`src/rtl/huff_decomp_pkg.sv`:
```
package huff_decomp_pkg;
   localparam int GROUP   = 4;
   localparam int NCODE   = GROUP + 1;
   localparam int MAXLEN  = 3;
   localparam int RUN_W   = $clog2(GROUP + 1);
   localparam int LEFT_W  = $clog2(GROUP + 2);
   localparam int DEPTH_W = $clog2(MAXLEN + 1);

   typedef logic [MAXLEN-1:0] cw_t;

   typedef struct packed {
      cw_t                bits;
      logic [DEPTH_W-1:0] len;
      logic [RUN_W-1:0]   run;
      logic               special;
   } code_ent_t;

   typedef struct packed {
      logic               valid;
      logic [RUN_W-1:0]   run;
      logic               special;
   } sym_t;

   // Entry 0: one-bit codeword for the all-zero group.
   // Entry k>0: leading 0 then run length k-1 in the remaining bits.
   function automatic code_ent_t code_entry(input int idx);
      code_ent_t e;
      if (idx == 0) begin
         e.bits    = cw_t'(1);
         e.len     = DEPTH_W'(1);
         e.run     = RUN_W'(GROUP);
         e.special = 1'b1;
      end else begin
         e.bits    = cw_t'(idx - 1);
         e.len     = DEPTH_W'(MAXLEN);
         e.run     = RUN_W'(idx - 1);
         e.special = 1'b0;
      end
      return e;
   endfunction
endpackage

```
`src/rtl/tick_gen.sv`:
```
module tick_gen #(
   parameter int RATIO = 2
) (
   input  logic clk,
   input  logic rst,
   output logic tick
);
   generate
      if (RATIO == 1) begin : g_every
         assign tick = 1'b1;
      end else begin : g_div
         localparam int DW = $clog2(RATIO);
         logic [DW-1:0] div_q;
         always_ff @(posedge clk) begin
            if (rst)
               div_q <= '0;
            else if (div_q == DW'(RATIO - 1))
               div_q <= '0;
            else
               div_q <= div_q + 1'b1;
         end
         assign tick = (div_q == DW'(RATIO - 1));
      end
   endgenerate
endmodule

```
`src/rtl/huff_parser.sv`:
```
module huff_parser
   import huff_decomp_pkg::*;
(
   input  logic               clk,
   input  logic               rst,
   input  logic               take,
   input  logic               in_bit,
   output sym_t               sym,
   output logic [DEPTH_W-1:0] depth
);
   logic [MAXLEN-2:0]  sr_q;
   logic [MAXLEN-1:0]  wide;
   logic [DEPTH_W-1:0] nxt_len;
   logic [NCODE-1:0]   hit;

   assign wide    = {sr_q, in_bit};
   assign nxt_len = depth + 1'b1;

   generate
      for (genvar i = 0; i < NCODE; i++) begin : g_match
         localparam code_ent_t ENT = code_entry(i);
         assign hit[i] = (nxt_len == ENT.len) && (wide == ENT.bits);
      end
   endgenerate

   always_comb begin
      sym = '0;
      for (int i = 0; i < NCODE; i++) begin
         if (hit[i]) begin
            sym.run     = code_entry(i).run;
            sym.special = code_entry(i).special;
         end
      end
      sym.valid = take & (|hit);
   end

   always_ff @(posedge clk) begin
      if (rst) begin
         depth <= '0;
         sr_q  <= '0;
      end else if (take) begin
         if ((|hit) || (nxt_len == DEPTH_W'(MAXLEN))) begin
            depth <= '0;
            sr_q  <= '0;
         end else begin
            depth <= nxt_len;
            sr_q  <= wide[MAXLEN-2:0];
         end
      end
   end
endmodule

```
`src/rtl/pattern_gen.sv`:
```
module pattern_gen
   import huff_decomp_pkg::*;
(
   input  logic              clk,
   input  logic              rst,
   input  logic              load,
   input  logic [RUN_W-1:0]  run,
   input  logic              special,
   output logic              scan_data,
   output logic              scan_en,
   output logic [LEFT_W-1:0] left
);
   logic spec_q;

   always_ff @(posedge clk) begin
      if (rst) begin
         left   <= '0;
         spec_q <= 1'b0;
      end else if (load) begin
         left   <= special ? LEFT_W'(run) : LEFT_W'(run) + 1'b1;
         spec_q <= special;
      end else if (left != '0) begin
         left   <= left - 1'b1;
      end
   end

   assign scan_en   = (left != '0);
   assign scan_data = (left == LEFT_W'(1)) && !spec_q;
endmodule

```
`src/rtl/huff_test_decomp.sv`:
```
module huff_test_decomp
   import huff_decomp_pkg::*;
#(
   parameter int FREQ_RATIO = 2
) (
   input  logic clk,
   input  logic rst,
   input  logic cmp_valid,
   input  logic cmp_bit,
   output logic sync,
   output logic tester_tick,
   output logic scan_data,
   output logic scan_en
);
   if (FREQ_RATIO < 1) begin : g_bad_ratio
      $error("FREQ_RATIO must be at least 1");
   end
   if ((1 << (MAXLEN - 1)) < GROUP) begin : g_bad_code
      $error("code space too small for group size");
   end

   logic               take;
   sym_t               sym;
   logic [DEPTH_W-1:0] depth;
   logic [LEFT_W-1:0]  gen_left;

   tick_gen #(.RATIO(FREQ_RATIO)) u_tick (
      .clk  (clk),
      .rst  (rst),
      .tick (tester_tick)
   );

   assign sync = (gen_left <= LEFT_W'(1));
   assign take = tester_tick & sync & cmp_valid;

   huff_parser u_parse (
      .clk    (clk),
      .rst    (rst),
      .take   (take),
      .in_bit (cmp_bit),
      .sym    (sym),
      .depth  (depth)
   );

   pattern_gen u_gen (
      .clk       (clk),
      .rst       (rst),
      .load      (sym.valid),
      .run       (sym.run),
      .special   (sym.special),
      .scan_data (scan_data),
      .scan_en   (scan_en),
      .left      (gen_left)
   );
endmodule

```
`config.mk`:
```
export PLATFORM = sky130hd
export DESIGN_NAME = huff_test_decomp
export DESIGN_NICKNAME = d
export VERILOG_FILES = /design/src/rtl/huff_decomp_pkg.sv /design/src/rtl/tick_gen.sv /design/src/rtl/huff_parser.sv /design/src/rtl/pattern_gen.sv /design/src/rtl/huff_test_decomp.sv
export SDC_FILE = /design/constraint.sdc
export NUM_CORES = 1
export LEC_CHECK = 0
export BUFFER_PORTS_ARGS = -buffer_cell sky130_fd_sc_hd__buf_2
export CELL_PAD_IN_SITES_DETAIL_PLACEMENT = 1
export CELL_PAD_IN_SITES_GLOBAL_PLACEMENT = 2
export CORE_MARGIN = 5
export CORE_UTILIZATION = 33
export CTS_CLUSTER_DIAMETER = 40
export DETAILED_ROUTE_END_ITERATION = 8
export GPL_TIMING_DRIVEN = 1
export PLACE_DENSITY = 0.7
export SLEW_MARGIN = 10
export SYNTH_ARGS = -nofsm -noshare
export SYNTH_HDL_FRONTEND = slang
export SYNTH_SLANG_ARGS = --single-unit
```
`constraint.sdc`:
```
create_clock -name clk -period 1.9 [get_ports clk]
set_clock_uncertainty 0.2 [all_clocks]
set_input_delay 0.285 -clock clk [delete_from_list [all_inputs] [get_ports clk]]
set_output_delay 0.285 -clock clk [all_outputs]
set_load 0.05 [all_outputs]
```
# == Word-level counts from Yosys, hierarchy flattened ==
# Cells that the tools add are included.
# classes
magnitude_cmp,1
eq_ne,6
mul,0
muxes,10
n_bitwise,3
addsub,4
div_mod_pow,0
shifts,0
reduce_logical,13
# op_table
op,n
$mux 4,5
$mux 3,3
$eq 3x1->1 const B,2
$eq 3x2->1 const B,2
$logic_and 1x1->1,6
$reduce_or 5->1,1
$mux 2,2
$add 3x1->3 const B,1
$and 1x1->1,3
$le 3x1->1 const B,1
$logic_not 3->1,1
$reduce_bool 3->1,1
$sub 3x1->3 const B,1
$add 2x1->2 const B,1
$eq 2x1->1 const B,1
$eq 2x2->1 const B,1
$reduce_bool 2->1,1
$reduce_or 2->1,1
$add 1x1->1 const B,1
$logic_not 1->1,1
$logic_or 1x1->1,1
# word_totals
latch_bits,0
rom_bits,0
inputBits,4
ram_bits,0
ff_bits,9
out_inout_bits,4
memories,0

# == Depth between registers and ports, before layout ==
# depth
ltp_word,11
depth_mapped,7
mapped_depth_nobuf,7

# == By module ==
# Synthesis repeated with hierarchy kept, for this count alone.
# unflattened
cells_unflattened,60
area_unflattened_um2,586.8
# modules_own_cells
mod,cells_per_inst,area_each_um2,instances
pattern_gen,29,289.0,1
huff_parser,27,257.7,1
tick_gen,2,23.8,1
huff_test_decomp,2,16.3,1

# == Worst setup path before layout ==
# No wires, ideal clock.
# synth_path
path_kind,reg-to-output
from,reg u_gen.left[1]
to,out scan_data
slack_ns,-0.303
arrival_time_ns,1.718
required_ns,1.415
n_path_buf,0
path_stages_with_launch,4
cell_sequence,dfxtp_1 inv_1 ha_1 nor3b_1
# synth_between
elab_chain_len,2
# synth_rtl
element,line,source
start: declaration,pattern_gen.sv:11,output logic [LEFT_W-1:0] left
start signal: assignment,pattern_gen.sv:20,left <= special ? LEFT_W'(run) : LEFT_W'(run) + 1'b1;
start signal: assignment,pattern_gen.sv:23,left <= left - 1'b1;
$eq 3x1->1,pattern_gen.sv:28,assign scan_data = (left == LEFT_W'(1)) && !spec_q;
$logic_and 1x1->1,pattern_gen.sv:28,
end: declaration,huff_test_decomp.sv:12,"output logic scan_data,"
# No other way between the ends.

# == Worst setup path after layout ==
# layout_path
from,reg u_gen.left[0]
to,out scan_en
# layout_between
elab_chain_len,1
# layout_rtl
element,line,source
$reduce_bool 3->1,pattern_gen.sv:27,assign scan_en = (left != '0);
end: declaration,huff_test_decomp.sv:13,output logic scan_en
# No other way between the ends.

==> impl_results.md <==
- Status: complete, no violations
- Commonest non-fill, non-tap cell in the layout: dfxtp_1
- WL/cell: 13.4 um
- Num CTS Buffers: 3
- Initial antenna violation count: 0
- Distinct cells, synth: 33
- Yosys reg bits: 9
- Violation count after the first detailed-route iteration: 2
- Ys Warns: 0
- DRT antenna net count: 0
- Crit path capture type: output port
- Cell taking the most area after synthesis: dfxtp_1
- Cell Area, Placed: 658 um2
- Largest net degree at the start of global routing: 9
- Diodes inserted: 0
- Compound-cell area share of the yosys netlist: 0.196
- Slew margin rel.: 0.800
- Core area: 1710 um2
- Post-Synth Adder-Cell Area: 0.128
- Final Max Slew Viols: 0
- Largest cells by area after synthesis: dfxtp_1 31%, ha_1 13%, a32o_1 5.1%
- Post-Synth Simple-Gate Area: 0.271
- Hold Crit Depth: 2
- Multi-input combinational cell area: 400 um2
- Setup_tns: 0 ns
- Slowest stage delay, CP: 0.38 ns
- First-pass iteration count of the detailed router: 4
- Mapped Cells: 59
- Leakage: 0.284 nW
- FF+latch area: 183 um2
- Vias in the first global route: 488
- Clock slew seen by the registers of the worst setup and hold paths: 0.06 ns
- Hold Vio Cnt, Final: 0
- Largest family of logic cells by synthesized area: simple AND/OR/NAND/NOR gates
- Post-synthesis sequential area ratio: 0.307
- Worst r2r src: u_parse.depth[0]
- Worst hold path class: in2reg
- Commonest non-fill, non-tap cells in the layout: 7 x dfxtp_1, 6 x buf_2, 5 x ha_1
- Ys async rst share: 0
- Critical path's slowest cell: dfxtp_2
- Post-synth EDFFs: 0
- Initial Util: 0.344
- Max Freq: 556 MHz
- Critical path cell sequence: inv_1 -> ha_1 -> nand2b_4 -> buf_2
- Via density per instance: 4.99
- Critical path class: reg2out
- RSZ-0062 raised after global routing: false
- GRT Total Usage: 0.107
- Max FO, Critical Path: 5
- Fillers: 209
- Post-synthesis net count: 69
- Share of layout cells above drive strength 1: 0.371
- Design area: 704 um2
- Endpoint, Worst Hold: u_parse.sr_q[1]
- Clk_lat worst skew: 0.26 ns
- Setup Viol. Count Final: 0
- Worst EP required: 1.41 ns
- Post-CTS setup buffer count: 0
- Final net count: 81
- Clock Sinks: 9
- Ports: 8
- Post-synthesis mux area share: 0.0448
- Die height: 52.2 um
- Worst hold start: rst
- P per Cell Area: 1550 nW/um2
- Hold_buf cts: 0
- Synth Flop Type: dfxtp_1
- # DRC: 0
- Setup slack, reg-to-reg: 0.22 ns
- H-tree Lvls: 1
- Worst setup SP type: register
- WP data arrival: 1.31 ns
- Synth-to-layout area growth: 20.0%
- Syn avg cell area: 9.95 um2
- Final period util: 0.947
- Core Rows: 15
- Die Area: 2720 um2
- Die Width: 52.2 um
- DP Wirelength: 1020 um
- CTS Root Cell: clkbuf_4
- Final GP Congestion: 0.738
- CTS max path bufs: 2
- Worst-margin pin slew: 0.299 ns
- IO Port Bufs: 7
- RR Endpoint: u_gen.left[1]
- Post-Route WL: 1270 um
- Maxcap violations: 0
- Reg2reg path depth: 7
- Post-Syn Area: 587 um2
- Gr ovfl total: 0
- First-pass GRT wire length: 2190 um
- Via count: 474
- Synth Area in XOR/XNOR: 0.0149
- Top cell type's share of synthesized area: 0.307
- Max IR drop VDD: 0.560 mV
- Min Tclk post-route: 1.80 ns
- Final hold slack: 0.113 ns
- TritonCTS clock tree: yes
-- layer usage --
| layer | global-route usage | part of all wire | up-vias |
|---|---|---|---|
| li1 | - | - | 240 |
| met1 | 0.138 | 0.49 | 220 |
| met2 | 0.172 | 0.45 | 10 |
| met3 | 0.0285 | 0.052 | 4 |
| met4 | 0.0383 | 0.016 | 0 |
| met5 | 0 | 0 | - |
-- sequential cells by signal, indices dropped and copies added (netlist names) --
signal / flops
u_parse.sr_q: 2
u_parse.depth: 2
u_gen.left: 3
u_gen.spec_q: 1
u_tick.tick: 1
-- critical path: cells and delay by family, from the launching register on --
kind	cells	cell delay [ns]
buf+inv	2	0.33
fa+ha+maj	1	0.24
simple gates	1	0.10
flops	1	0.38
-- cell type report --
class                      instances  share of cell area
multi-input combinational         44               0.568
tap                               25              0.0444
clock buffer                       4              0.0373
timing repair buffer               7              0.0586
inverter                           6              0.0320
sequential                         9               0.259
-- synth_stat cells (2+ instances only) --
master / n
nand3b_1: 2
nand2_1: 2
a32o_1: 3
nor2_1: 3
and3_1: 3
inv_1: 5
ha_1: 6
dfxtp_1: 9
and2_1: 2
-- worst max path at each step --
stage	start	to	slack (ns)	cells past startpoint
floorplan	u_gen.left[1]	sync	0.03	4
global placement	u_parse.depth[0]	u_gen.left[2]	0.21	6
detailed placement	u_parse.depth[0]	u_gen.left[1]	0.21	7
CTS	u_gen.left[0]	scan_en	0.01	4
global route	u_gen.left[1]	sync	0.03	5
finish	u_gen.left[0]	scan_en	0.10	4
-- what timing repair did --
action | CTS | global route
cloned | 0 | 0
setup endpoints to repair | 1 | 3
hold endpoints to repair | 0 | 0
gates resized for setup | 3 | 5
-- logic make-up (layout without fill, tap and decap cells) --
logic type,count (synthesis),count (layout)
AOI/OAI and AO/OA,12,12
xor gates and xnor gates,1,1
adders and majority gates,6,6
buffers and inverters,6,17
DFF,9,9
muxes,2,2
and+or+nand+nor,23,23
-- stage by stage --
step / power, W / util / setup slack (ns) / instances
after floorplan: 0.000770 / - / 0.0261 / 59
after global placement: 0.000885 / 0.385 / 0.210 / 91
after detailed placement: 0.000885 / 0.385 / 0.209 / 91
after CTS: 0.00107 / 0.407 / 0.0125 / 95
after global routing: 0.00117 / 0.412 / 0.0326 / 95
final: 0.00109 / 0.412 / 0.101 / 95
-- where the power goes --
part / internal (W) / switching [W]
Clock: 0.0000810 / 0.0000674
Sequential: 0.000231 / 0.0000510
Combinational: 0.000282 / 0.000377
Power figures use the tool's default switching activity.
